[config.mk]
export PLATFORM = sky130hd
export DESIGN_NAME = acc_core
export DESIGN_NICKNAME = d
export VERILOG_FILES = /design/src/rtl/acc_pkg.sv /design/src/rtl/acc_decode.sv /design/src/rtl/acc_alu.sv /design/src/rtl/acc_branch.sv /design/src/rtl/acc_core.sv
export SDC_FILE = /design/constraint.sdc
export NUM_CORES = 1
export LEC_CHECK = 0
export BUFFER_PORTS_ARGS = -buffer_cell sky130_fd_sc_hd__buf_2
export CAP_MARGIN = 20
export CORE_UTILIZATION = 48
export DETAILED_ROUTE_END_ITERATION = 10
export GPL_TIMING_DRIVEN = 0
export PLACE_DENSITY = 0.76
export SLEW_MARGIN = 20
export SYNTH_ARGS = -nofsm -noshare
export SYNTH_HDL_FRONTEND = slang
export SYNTH_SLANG_ARGS = --single-unit
export TNS_END_PERCENT = 100
[constraint.sdc]
create_clock -name clk -period 3.8 [get_ports clk]
set_input_delay 1.14 -clock clk [delete_from_list [all_inputs] [get_ports clk]]
set_output_delay 1.14 -clock clk [all_outputs]
set_load 0.01 [all_outputs]
[src/rtl/acc_pkg.sv]
// Shared types for the accumulator core: instruction field encodings and
// the decoded control word. Assumes an 8-bit instruction byte.
package acc_pkg;
    localparam int IW = 8;

    typedef enum logic [2:0] {
        OP_LD  = 3'd0,
        OP_AND = 3'd1,
        OP_OR  = 3'd2,
        OP_XOR = 3'd3,
        OP_ADD = 3'd4,
        OP_SUB = 3'd5,
        OP_ST  = 3'd6,
        OP_BR  = 3'd7
    } op_e;

    typedef enum logic [1:0] {SRC_IMM, SRC_RAM, SRC_AC, SRC_ZERO} src_e;
    typedef enum logic [1:0] {DST_AC, DST_X, DST_Y, DST_OUT} dst_e;
    typedef enum logic [1:0] {ADR_D, ADR_X, ADR_YD, ADR_YX} adr_e;

    typedef struct packed {
        op_e        op;
        src_e       src;
        dst_e       dst;
        adr_e       adr;
        logic [2:0] cond;
        logic       we;
        logic       wr_reg;
        logic       br;
    } dec_t;
endpackage

[src/rtl/acc_decode.sv]
// Instruction decoder: splits the instruction byte into operation, mode and
// bus source, and maps the mode onto address form and destination.
// Assumes the caller gates register writes with wr_reg.
module acc_decode
    import acc_pkg::*;
(
    input  logic [IW-1:0] ir,
    output dec_t          dec
);
    logic [2:0] mode;
    assign mode = ir[4:2];

    // Combinational field decode and mode table.
    always_comb begin
        dec.op   = op_e'(ir[7:5]);
        dec.src  = src_e'(ir[1:0]);
        dec.cond = mode;
        case (mode)
            3'd0:    begin dec.adr = ADR_D;  dec.dst = DST_AC;  end
            3'd1:    begin dec.adr = ADR_X;  dec.dst = DST_AC;  end
            3'd2:    begin dec.adr = ADR_YD; dec.dst = DST_AC;  end
            3'd3:    begin dec.adr = ADR_YX; dec.dst = DST_AC;  end
            3'd4:    begin dec.adr = ADR_D;  dec.dst = DST_X;   end
            3'd5:    begin dec.adr = ADR_D;  dec.dst = DST_Y;   end
            3'd6:    begin dec.adr = ADR_D;  dec.dst = DST_OUT; end
            default: begin dec.adr = ADR_YX; dec.dst = DST_OUT; end
        endcase
        dec.br = (dec.op == OP_BR);
        dec.we = (dec.op == OP_ST);
        if (dec.br) dec.adr = ADR_D;
        dec.wr_reg = !dec.br && !dec.we;
    end
endmodule

[src/rtl/acc_alu.sv]
// ALU: combines the accumulator with the bus value. Results wrap modulo
// 2**W. Store and branch fall through to pass the bus value.
module acc_alu
    import acc_pkg::*;
#(
    parameter int W = 8
) (
    input  op_e          op,
    input  logic [W-1:0] a,
    input  logic [W-1:0] b,
    output logic [W-1:0] y
);
    // Select the operation result.
    always_comb begin
        case (op)
            OP_AND:  y = a & b;
            OP_OR:   y = a | b;
            OP_XOR:  y = a ^ b;
            OP_ADD:  y = a + b;
            OP_SUB:  y = a - b;
            default: y = b;
        endcase
    end
endmodule

[src/rtl/acc_branch.sv]
// Branch condition unit: evaluates the mode-selected condition on the
// accumulator, read as a signed value. Assumes en is high only for branches.
module acc_branch #(
    parameter int W = 8
) (
    input  logic         en,
    input  logic [2:0]   cond,
    input  logic [W-1:0] ac,
    output logic         take
);
    logic neg, zero, hit;
    assign neg  = ac[W-1];
    assign zero = (ac == '0);

    // Condition table indexed by the mode field.
    always_comb begin
        case (cond)
            3'd1:    hit = !neg && !zero;
            3'd2:    hit = neg;
            3'd3:    hit = !zero;
            3'd4:    hit = zero;
            3'd5:    hit = !neg;
            3'd6:    hit = neg || zero;
            default: hit = 1'b1;
        endcase
    end

    assign take = en && hit;
endmodule

[src/rtl/acc_core.sv]
// Single-cycle accumulator core. Instruction and immediate are registered
// from program memory each edge and executed in the following cycle.
// Assumes combinational-read ROM and RAM, RAM written on the clock edge.
module acc_core
    import acc_pkg::*;
#(
    parameter int W    = 8,
    parameter int PC_W = 16
) (
    input  logic            clk,
    input  logic            rst_n,
    output logic [PC_W-1:0] rom_addr,
    input  logic [IW-1:0]   rom_instr,
    input  logic [W-1:0]    rom_imm,
    output logic [2*W-1:0]  ram_addr,
    input  logic [W-1:0]    ram_rdata,
    output logic [W-1:0]    ram_wdata,
    output logic            ram_we,
    output logic [W-1:0]    ac_q,
    output logic [W-1:0]    x_q,
    output logic [W-1:0]    y_q,
    output logic [W-1:0]    out_q
);
    localparam int HI_W = PC_W - W;

    logic [IW-1:0]   ir;
    logic [W-1:0]    d;
    logic [PC_W-1:0] pc;
    logic [W-1:0]    bus;
    logic [W-1:0]    alu_y;
    logic            take;
    dec_t            dec;

    acc_decode u_dec (.ir(ir), .dec(dec));

    acc_alu #(.W(W)) u_alu (.op(dec.op), .a(ac_q), .b(bus), .y(alu_y));

    acc_branch #(.W(W)) u_br (.en(dec.br), .cond(dec.cond), .ac(ac_q), .take(take));

    // Bus source multiplexer.
    always_comb begin
        case (dec.src)
            SRC_IMM: bus = d;
            SRC_RAM: bus = ram_rdata;
            SRC_AC:  bus = ac_q;
            default: bus = '0;
        endcase
    end

    // Data memory address formation.
    always_comb begin
        case (dec.adr)
            ADR_X:   ram_addr = {{W{1'b0}}, x_q};
            ADR_YD:  ram_addr = {y_q, d};
            ADR_YX:  ram_addr = {y_q, x_q};
            default: ram_addr = {{W{1'b0}}, d};
        endcase
    end

    assign ram_we    = dec.we;
    assign ram_wdata = bus;
    assign rom_addr  = pc;

    // Fetch registers and program counter.
    always_ff @(posedge clk) begin
        if (!rst_n) begin
            ir <= '0;
            d  <= '0;
            pc <= '0;
        end else begin
            ir <= rom_instr;
            d  <= rom_imm;
            if (take) pc <= {pc[PC_W-1:PC_W-HI_W], bus};
            else      pc <= pc + PC_W'(1);
        end
    end

    // Architectural register writeback.
    always_ff @(posedge clk) begin
        if (!rst_n) begin
            ac_q  <= '0;
            x_q   <= '0;
            y_q   <= '0;
            out_q <= '0;
        end else if (dec.wr_reg) begin
            case (dec.dst)
                DST_AC:  ac_q  <= alu_y;
                DST_X:   x_q   <= alu_y;
                DST_Y:   y_q   <= alu_y;
                default: out_q <= alu_y;
            endcase
        end
    end
endmodule

# == Word-level counts from Yosys, hierarchy flattened ==
# Index checks and enable logic that the tools add are counted.
# W data, S select, Z words.
# op_classes
add_sub_neg,3
n_eq_ne,20
n_mux,7
bitwise_logic,4
n_reduce_logical,17
# op_table
operator,count
$pmux W16 S3,1
$pmux W8 S5,1
$pmux W4 S7,1
$pmux W8 S3,1
$eq A3 B3 Y1 const B,7
$add A16 B1 Y16 const B,1
$eq A3 B2 Y1 const B,4
$add A8 B8 Y8,1
$and A8 B8 Y8,1
$eq A2 B2 Y1 const B,4
$logic_not A8 Y1,1
$mux W8,1
$or A8 B8 Y8,1
$reduce_and A2 Y1,4
$sub A8 B8 Y8,1
$xor A8 B8 Y8,1
$eq A2 B1 Y1 const B,3
$eq A3 B1 Y1 const B,2
$pmux W1 S6,1
$logic_not A1 Y1,4
$logic_not A2 Y1,2
$logic_and A1 B1 Y1,3
$logic_not A3 Y1,1
$reduce_or A3 Y1,1
other kinds (3),3
# totals
ff_bits,64
in_bits,26
out_inout_bits,73
elab_cells,59

# == Logic depth before layout (Yosys ltp) ==
# Gate-level depths: netlist of the first run.
# logic_depth
depth_word,6
depth_mapped,16
depth_no_buf,15

# == By module ==
# From an unflattened synthesis of the first run, not the netlist that was laid out.
# unflattened
cells_unflattened,478
area_unflattened_um2,4176.5
# by_module_without_submodules
mod,instances,cells_each,area_per_inst_um2
acc_core,1,280,2841.5
acc_alu,1,170,1136.1
acc_decode,1,17,116.4
acc_branch,1,11,82.6

# == Least setup slack after synthesis of the first run ==
# OpenSTA, ideal clock, no wires.
# synth_timing
path_kind,input port to flip-flop
start,in ram_rdata[1]
end,reg out_q[6]
arrival_time_ps,3737
required_time_ps,3725
path_slack_ps,-11
path_stages,13
n_path_buf,0
path_cell_list,mux2i_1 a2bb2oi_2 ha_1 nand2_1 o21ai_0 fa_1 nor2b_1 o21ai_0 a21boi_0 o21ai_0 nor4b_1 or4_1 o21ai_0
# synth_between
elab_chain_cells,3
elab_cells_between_ends,4
classes_between,add/sub: 2; mux: 2
# synth_rtl
item,line_no,rtl
"start, declared",acc_core.sv:16,"input logic [W-1:0] ram_rdata,"
$pmux W8 S3 (*),acc_core.sv:42,case (dec.src)
$sub A8 B8 Y8 or $add A8 B8 Y8 (tied branches),"acc_alu.sv:20, acc_alu.sv:19",
$pmux W8 S5 (*),acc_alu.sv:15,case (op)
"end signal, assigned",acc_core.sv:90,default: out_q <= alu_y;
"end, declared",acc_core.sv:22,output logic [W-1:0] out_q
# Mark *: on every way between the ends. The rest lies on a longest branch, timed or not.
# A chain may end at the register's enable or synchronous reset.

# == Final worst setup path of the first run ==
# layout_timing
start,in ram_rdata[0]
end,reg y_q[7]
# layout_between
elab_chain_cells,3
elab_cells_between_ends,4
classes_between,add/sub: 2; mux: 2
# layout_rtl
item,line_no,rtl
$pmux W8 S3 (*),acc_core.sv:42,
$sub A8 B8 Y8 or $add A8 B8 Y8 (tied branches),"acc_alu.sv:20, acc_alu.sv:19",
$pmux W8 S5 (*),acc_alu.sv:15,
"end signal, assigned",acc_core.sv:89,DST_Y: y_q <= alu_y;
"end, declared",acc_core.sv:21,"output logic [W-1:0] y_q,"
# Marks and branches as above.

==> metrics.txt, run 1 <==
CP Class input pin to flop; f_max 0.2678 GHz; CP endpoint y_q[7]; antenna violations before repair 0; antenna-violating nets left 0; Final Hold Viols 0; dpl cells 661; crit start category input pin; drt first pass iters 5; VDD IR max 284.8 uV; Synth Register Bits 64; total track usage 0.2611; relative slew slack 0.4537; Min Clock Period, post-route 3734 ps; Hold WC Path Type flop to flop; CP max FO 4; unrepaired setup endpoints after global routing true; Die Wd 91.75 um; Synth Flop Type dfxtp_1; Leak 2.202 nW; overall power 1.841 mW; CP max stage cell o311a_1; CP Launch Point ram_rdata[0]; Hold Path Stages 2; synth top area cells dfxtp_1 33%, ha_1 8.1%, nor2_1 6.6%; CP Buf/Inv Count 1; setup ws final 65.60 ps; final core utilization 0.6149; Num CTS Buffers 9; Synth Instances 461; Initial Util 0.4977; TritonCTS clock tree done; Arrival @ worst endpoint 3950 ps; maximum capacitance violations 0; Slew @ Worst Pin 815.8 ps; post-synth top area cell dfxtp_1; Die Footprint 8417 um2; hold_ws roughly 470 ps; Place WS -631.8 ps; vias per cell approximately 5.6; share of cells above drive strength 1 0.2759; clk sinks 64; Finished Cell Area 4776 um2; Final TNS setup 0 ps; largest net degree at the start of global routing 13; critical path, cell by cell buf_2 > mux2i_1 > nor2_1 > a21oi_2 > ha_1 > nor2_1 > xnor2_1 > ha_1 > o21a_1 > o211ai_1 > and3_1 > o311a_1 > a221oi_4 > o21ai_1; drc violations 0; CP Capture Type flop; number of global-route vias before repair between 3000 and 4000; ANT cells 0; Slew Viols, Final 0; Rows 32; EDFF count, synth 0; P per Cell Area 385.5 nW/um2; # IOs 99; synthesized area per cell about 8.4 um2; Worst R2R Setup Slack between 200 and 300 ps; reg-to-reg critical path startpoint ir[5]; Via Count 3821; critical path data required time 4010 ps; H-tree levels 3; status complete, no violations; net total in the final layout approximately 630; Syn Nets 513; share of synthesized registers carrying an async set or reset 0; area delta synth->final 23.53%; final period utilization 0.9827; Clock transition at path regs roughly 70 ps; HPWL after detailed placement 8.112 mm; capture point of the worst reg-to-reg path y_q[7]; post-synth top area share 0.3314; Cell variety after synth 60; final WL roughly 11 mm; Setup Skew 6.879 ps; stages on the worst setup path 14; R2R depth 13; clock tree buffer depth 2; Clock Tree Root clkbuf_8; Buffers on Ports ~100; Chip Height 91.75 um; Seq/Total Area, Yosys 0.3314; RePlAce Congestion 0.9191; # setup viols final 0; first-pass GRT wire length roughly 17 mm; Skew-Pair Late Insertion Delay 340 ps; GRT overflow 0; delay-heaviest family, CP compound AO/OA/AOI/OAI gates; Routed WL per cell 15.92 um; Post-Layout Cell Count 682; Iter 0 DRT Violations 246; area post-placement 4484 um2; Cell Area, Synth 3866 um2; CP peak stage delay 390 ps; Core ar. 7767 um2; Yosys warnings 0
[worst min path at each step]
stage	startpoint	endpoint
after global placement	out_q[7]	out_q[7]
after CTS	out_q[7]	out_q[7]
after floorplan	out_q[7]	out_q[7]
after detailed placement	out_q[7]	out_q[7]
after global routing	out_q[7]	out_q[7]
final	out_q[7]	out_q[7]
[flip-flops by register name (all words and copies together), names as in the netlist]
register,cells
ac_q,8
x_q,8
d,8
rom_addr,16
ir,8
y_q,8
out_q,8
[repair_timing]
| action | in CTS | in global routing |
|---|---|---|
| pin swaps | 2 | 7 |
| gates resized for setup | 5 | 16 |
| hold buffers | 0 | 0 |
| endpoints found under the hold margin | 0 | 0 |
| endpoints found under the setup margin | 16 | 16 |
| buffers inserted | 2 | 3 |
[metal layers]
| metal | global-route usage | vias to the layer above | wire length (um) |
|---|---|---|---|
| li1 | - | 1845 | - |
| met1 | 0.3392 | 1780 | 4868 |
| met2 | 0.4229 | 172 | 4967 |
| met3 | 0.05390 | 24 | 793 |
| met4 | 0.1055 | 0 | 229 |
| met5 | 0 | - | 0 |
[final cells by class]
type                    count  area (um2)
clock buffers               9       123.9
plain buffers              25       118.9
fillers                   693        2992
inverters                  27       102.6
multi-input cells         345        2421
clock inverters             7       72.57
repair buffers            103       528.0
flip-flops and latches     64        1281
well taps                 102       127.6
[Yosys cell counts (2+ instances only)]
cell        n
a211oi_1    9
a21oi_1    21
a22oi_1    12
a2bb2oi_1   2
a2bb2oi_2   3
a31oi_1     2
and2_1     24
and3_1      7
buf_6       3
clkbuf_1   21
clkinv_1    2
dfxtp_1    64
ha_1       25
inv_1      22
inv_2       3
mux2_2      8
mux2i_1    17
nand2_1    17
nand2b_1    7
nand3_1    21
nand4_1     7
nor2_1     68
nor2b_1     3
nor3_1      6
nor4b_1     2
o211ai_1    3
o21a_1      4
o21ai_0    20
o21ai_1     4
o221ai_1    2
o31ai_1     2
or3_1       4
or4_1       2
xnor2_1    10
xor2_1      9
[logic make-up after synthesis]
group | synth area share
XOR/XNOR | 0.04304
flip-flops | 0.3314
adder cells (fa/ha/maj) | 0.08608
AO/OA/AOI/OAI | 0.1880
multiplexers | 0.06731
buffers and inverters | 0.05663
AND/OR/NAND/NOR | 0.2275
[power by group]
group	internal (mW)	switching, mW	total, mW
clock	0.302	0.274	0.576
sequential	0.701	0.0396	0.741
combinational	0.222	0.302	0.524
[cells in the final DEF (no fill, tap or decap), types with 11 or more instances in the layout]
cell type	count
nand2_1	17
o21ai_0	12
ha_1	24
nand3_1	21
nor2_1	68
mux2i_1	16
buf_2	99
and2_1	24
inv_1	22
clkbuf_1	20
a22oi_1	12
dfxtp_1	64
o21ai_1	11
a21oi_1	21
[worst min-delay path, delay by kind of cell (launching register included)]
family | cells | cell delay, ps
AO/OA/AOI/OAI | 1 | 50
flip-flops | 1 | 320
AND/OR/NAND/NOR | 1 | 60
Power figures use the tool's default switching activity.
==> inputs of run 2 (changes only) <==
--- a/config.mk
+++ b/config.mk
@@ -5,12 +5,12 @@
 export SDC_FILE = /design/constraint.sdc
 export NUM_CORES = 1
 export LEC_CHECK = 0
-export BUFFER_PORTS_ARGS = -buffer_cell sky130_fd_sc_hd__buf_2
+export BUFFER_PORTS_ARGS = -buffer_cell sky130_fd_sc_hd__buf_4
 export CAP_MARGIN = 20
-export CORE_UTILIZATION = 48
+export CORE_UTILIZATION = 49
 export DETAILED_ROUTE_END_ITERATION = 10
 export GPL_TIMING_DRIVEN = 0
-export PLACE_DENSITY = 0.76
+export PLACE_DENSITY = 0.75
 export SLEW_MARGIN = 20
 export SYNTH_ARGS = -nofsm -noshare
 export SYNTH_HDL_FRONTEND = slang
==> constraint.sdc (replaced) <==
create_clock -name clk -period 4.1 [get_ports clk]
set_input_delay 1.23 -clock clk [delete_from_list [all_inputs] [get_ports clk]]
set_output_delay 1.23 -clock clk [all_outputs]
set_load 0.01 [all_outputs]
==> metrics.txt, run 2 (synthesis results as in run 1) <==
Skew-Pair Late Insertion Delay 330 ps; VDD IR max around 260 uV; Clock Tree Root clkbuf_8; ANT cells 0; Setup Skew ~7.7 ps; Post-Layout Cell Count 679; Via Count ~3800; clock tree buffer depth 2; delay-heaviest family, CP compound AO/OA/AOI/OAI gates; TritonCTS clock tree done; Num CTS Buffers 9; Slew @ Worst Pin roughly 890 ps; drt first pass iters 5; metal2 WL roughly 5.3 mm; # setup viols final 0; Die Footprint 8249 um2; relative slew slack 0.4007; Hold Path End out_q[7]; CP max FO 5; Min Clock Period, post-route 3943 ps; clk sinks 64; antenna violations before repair 0; Hold Path Stages 2; Critical Path Most Common Cell buf_4; Routed WL per cell 15.82 um; crit start category input pin; # IOs 99; dpl cells 661; H-tree levels 3; most frequent cells in the layout 101 x buf_4, 68 x nor2_1, 64 x dfxtp_1, 25 x ha_1, 24 x and2_1; WL met1 between 4 and 5 mm; HP Start out_q[7]; number of global-route vias before repair 3634; status complete, no violations; area delta synth->final 29.13%; largest net degree at the start of global routing 12; final WL 10.74 mm; Clock transition at path regs 70 ps; max layer used met4; Arrival @ worst endpoint 4140 ps; final period utilization 0.9618; first-pass GRT wire length between 15 and 20 mm; f_max 0.2536 GHz; share of cells above drive strength 1 0.2617; Hold WC Path Type flop to flop; GRT overflow 0; Met3 Routed Length 652 um; capture point of the worst reg-to-reg path out_q[6]; most common cell after layout, fill and taps aside buf_4; Leak 2.225 nW; critical path, cell by cell buf_4 > mux2i_2 > a2bb2oi_4 > buf_4 > inv_2 > nor4_4 > a21oi_1 > xnor2_1 > ha_1 > nor3_1 > and3_1 > o311a_1 > a221oi_2 > o21ai_1; CP max stage cell a221oi_2; Slew Viols, Final 0; CP Capture Type flop; max FFs per register 16; hold_ws 474.9 ps; R2R depth 14; P per Cell Area 352.8 nW/um2; antenna-violating nets left 0; drc violations 0; Core ar. 7687 um2; RePlAce Congestion around 0.94; Chip Height 90.83 um; CP peak stage delay 450 ps; CP Buf/Inv Count 3; vias per cell 5.638; overall power 1.761 mW; Buffers on Ports 98; critical path data required time 4300 ps; CP Class input pin to flop; maximum capacitance violations 0; net total in the final layout 625; Rows 32; Iter 0 DRT Violations 296; Initial Util 0.5029; total track usage 0.2637; HPWL after detailed placement 8.198 mm; Worst R2R Setup Slack 330 ps; final core utilization 0.6494; Die Wd 90.83 um; Final Hold Viols 0; reg-to-reg critical path startpoint ir[5]
==> run 2: changes by cell type in the layout (fill, tap and decap cells not counted), moves of 2 or more <==
cell	before	now
buf_2	99	1
buf_4	5	101
o21ai_0	12	18
o21ai_1	11	6
buf_1	0	2
clkinv_2	3	1
==> run 2: how the worst max path moves through the flow <==
stage | end | depth (start not counted) | from | slack (ps)
final | out_q[7] | 14 | ram_rdata[1] | 160
after global routing | out_q[6] | 14 | ram_rdata[1] | -50
after CTS | x_q[6] | 14 | ram_rdata[1] | 40
after detailed placement | x_q[6] | 14 | ram_rdata[1] | -590
after global placement | out_q[6] | 14 | ram_rdata[1] | -530
after floorplan | out_q[6] | 13 | ram_rdata[1] | 200
==> run 2: metrics by stage <==
| stage | area (um2) | setup TNS (ps) | setup WS, ps |
|---|---|---|---|
| detailed placement | 4730 | -4672 | -586.0 |
| floorplan | 3866 | 0 | 198.8 |
| global route | 4992 | -95.40 | -45.71 |
| CTS | 4979 | 0 | 43.64 |
| global placement | 4730 | -4211 | -525.3 |
| finish | 4992 | 0 | 156.6 |
==> run 2: per-layer routing <==
metal | track usage | up-vias
met5 | 0 | -
met2 | 0.4583 | 150
met4 | 0.07672 | 0
li1 | - | 1837
met1 | 0.3375 | 1819
met3 | 0.03872 | 22
==> run 2: layout make-up <==
| cell class | instances | area [um2] |
|---|---|---|
| clock buffer | 10 | 137.6 |
| tap | 102 | 127.6 |
| buffer | 25 | 117.6 |
| timing repair buffer | 101 | 758.2 |
| inverter | 27 | 101.3 |
| fill | 678 | 2695 |
| clock inverter | 5 | 81.33 |
| multi-input combinational | 345 | 2387 |
| sequential | 64 | 1281 |
==> run 2: repair_timing <==
item,in CTS,in global routing
gates cloned,0,0
gates resized for setup,3,7
endpoints found under the setup margin,4,12
pin swaps,1,1
hold endpoints to repair,0,0
setup buffers,2,1
hold buffers,0,0
==> run 2: worst register-to-register path: stages (launching register included) <==
cell and delay (ps):
dfxtp_1 340, clkbuf_1 360, inv_1 100, clkbuf_1 250, nor3_1 420, nor2_1 100, xnor2_1 140, ha_1 350
nor2b_1 150, o21ai_0 240, a21boi_1 160, o21ai_0 230, a21oi_1 110, or4_4 580, o21ai_0 170
==> run 2: where the power goes <==
part | switching (mW) | total [mW] | internal (mW)
logic | 0.269 | 0.489 | 0.220
clock network | 0.229 | 0.584 | 0.355
registers | 0.0377 | 0.688 | 0.650
==> inputs of run 3 (changes only) <==
--- a/config.mk
+++ b/config.mk
@@ -11,6 +11,7 @@
 export DETAILED_ROUTE_END_ITERATION = 10
 export GPL_TIMING_DRIVEN = 0
 export PLACE_DENSITY = 0.75
+export SETUP_SLACK_MARGIN = 0.4
 export SLEW_MARGIN = 20
 export SYNTH_ARGS = -nofsm -noshare
 export SYNTH_HDL_FRONTEND = slang
==> metrics.txt, run 3 (synthesis results as in run 1) <==
Hold WC Path Type flop to flop; Critical Path Most Common Cell o21ai_2; Comb power frac 0.311; antenna-violating nets left 0; drt first pass iters 4; Slew Viols, Final 0; capture point of the worst reg-to-reg path y_q[7]; CP Class input pin to flop; status complete, no violations; # IOs 99; final period utilization 0.9009; Buffers on Ports approximately 100; P per Cell Area ~350 nW/um2; Final Hold Viols 0; maximum capacitance violations 0; Worst R2R Setup Slack 570 ps; Leak 2.312 nW; number of global-route vias before repair 3649; setup ws final 406.3 ps; relative slew slack 0.4342; Finished Cell Area between 5000 and 6000 um2; met3 Use GR 0.06902; GR Util met2 0.4463; antenna violations before repair 0; share of cells above drive strength 1 0.3101; GRT overflow 0; CP Buf/Inv Count 3; Skew-Pair Late Insertion Delay 320 ps; TritonCTS clock tree done; CP Capture Type flop; CP Launch Point ram_rdata[0]; Clock transition at path regs 70 ps; final WL 11.61 mm; final core utilization 0.6833; Arrival @ worst endpoint 3940 ps; total track usage 0.2723; global-route layer with the greatest usage met2; area delta synth->final 35.86%; Slew @ Worst Pin 844.9 ps; R2R depth 15; CP max FO 7; Die Wd 90.83 um; critical path, cell by cell buf_6 > mux2i_4 > nor2_2 > a21oi_4 > buf_4 > inv_4 > ha_4 > fa_2 > nor2b_2 > o21ai_2 > a21boi_1 > o21ai_1 > nor4b_1 > or4_4 > o21ai_2; ANT cells 0; Chip Height 90.83 um; Multi-input gate area around 2600 um2; CP max stage cell or4_4; Rows 32; delay-heaviest family, CP simple AND/OR/NAND/NOR gates; CP peak stage delay between 500 and 600 ps; switching pwr 0.5672 mW; VDD IR max 319.7 uV; HPWL after detailed placement 8.396 mm; Iter 0 DRT Violations 250; crit start category input pin; grt met1 use 0.3490; Die Footprint roughly 8200 um2; first-pass GRT wire length 18.02 mm; drc violations 0; clock share of power 0.310; Setup Skew between 7 and 8 ps; H-tree levels 3; Min Clock Period, post-route 3694 ps; Flop pwr share 0.380; Initial Util 0.5029; critical path data required time 4340 ps; RePlAce Congestion 0.9305; Hold Path Stages 2; hold_ws ~470 ps; most common cell after layout, fill and taps aside buf_4; area post-placement 4742 um2; reg-to-reg critical path startpoint ir[7]; max FFs per register 16; Register Area between 1000 and 1500 um2; Via Count 3910; vias per cell 5.675; Place WS -293.5 ps; clk sinks 64; net total in the final layout 635; largest net degree at the start of global routing 11; most frequent cells in the layout 108 x buf_4, 67 x nor2_1, 64 x dfxtp_1, 24 x and2_1; internal power consumption 1.252 mW; Hold Path End out_q[7]; unrepaired setup endpoints after global routing true; Core ar. 7687 um2; clock tree buffer depth 2; hold-fix buffers at CTS 0; f_max around 0.27 GHz; fillers 625; Num CTS Buffers 9; Clock Tree Root clkbuf_8; HP Start out_q[7]; Routed WL per cell 16.85 um; # setup viols final 0; switching part of the total power 0.3117
[run 3: changes by cell type in the layout (fill, tap and decap cells not counted), sizes merged]
cell and delta:
inv -1, buf +8, clkbuf +3
[run 3: power by group through the flow]
stage | Sequential, mW | Clock [mW] | Combinational [mW]
after floorplan | 0.697 | 0 | 0.316
after global placement | 0.700 | 0 | 0.460
after detailed placement | 0.700 | 0 | 0.475
after CTS | 0.687 | 0.568 | 0.494
after global routing | 0.694 | 0.591 | 0.612
final | 0.691 | 0.563 | 0.566
[run 3: repair_timing]
action | CTS | global route
endpoints found under the setup margin | 16 | 25
resized for setup | 6 | 36
buffers inserted | 7 | 6
pin swaps | 5 | 13
hold endpoints to repair | 0 | 0
[run 3: how the worst max path moves through the flow]
stage                           to  depth (start not counted)
after floorplan           out_q[6]                         13
after global placement    out_q[7]                         15
after detailed placement    y_q[7]                         15
after CTS                   y_q[6]                         15
after global routing        y_q[7]                         16
final                       y_q[6]                         15
[run 3: stage by stage]
| stage | TNS [ps] | cells | power (mW) |
|---|---|---|---|
| detailed placement | -3085 | 661 | 1.174 |
| CTS | 0 | 683 | 1.749 |
| global route | 0 | 689 | 1.897 |
| finish | 0 | 689 | 1.819 |
| global placement | -1811 | 661 | 1.160 |
| floorplan | 0 | 461 | 1.013 |
[run 3: worst reg2reg max path, delay by kind of cell (launching register included)]
family                     cells  cell delay, ps
and+or+nand+nor                4             820
DFF                            1             340
adders and majority gates      1             280
AOI/OAI and AO/OA              6            1170
buffers and inverters          4             780
[run 3: layout make-up]
cell class | count | area share
Timing Repair Buffer | 111 | 0.1608
Sequential cell | 64 | 0.2439
Clock buffer | 11 | 0.02501
Tap cell | 102 | 0.02430
Inverter | 27 | 0.02049
Multi-Input combinational cell | 345 | 0.4893
Buffer | 25 | 0.02287
Clock inverter | 4 | 0.01334
[run 3: layer usage]
metal  wire [um]  vias up
met4         197        0
li1            -     1868
met3         888       18
met1        4993     1846
met2        5527      178
met5           0        -
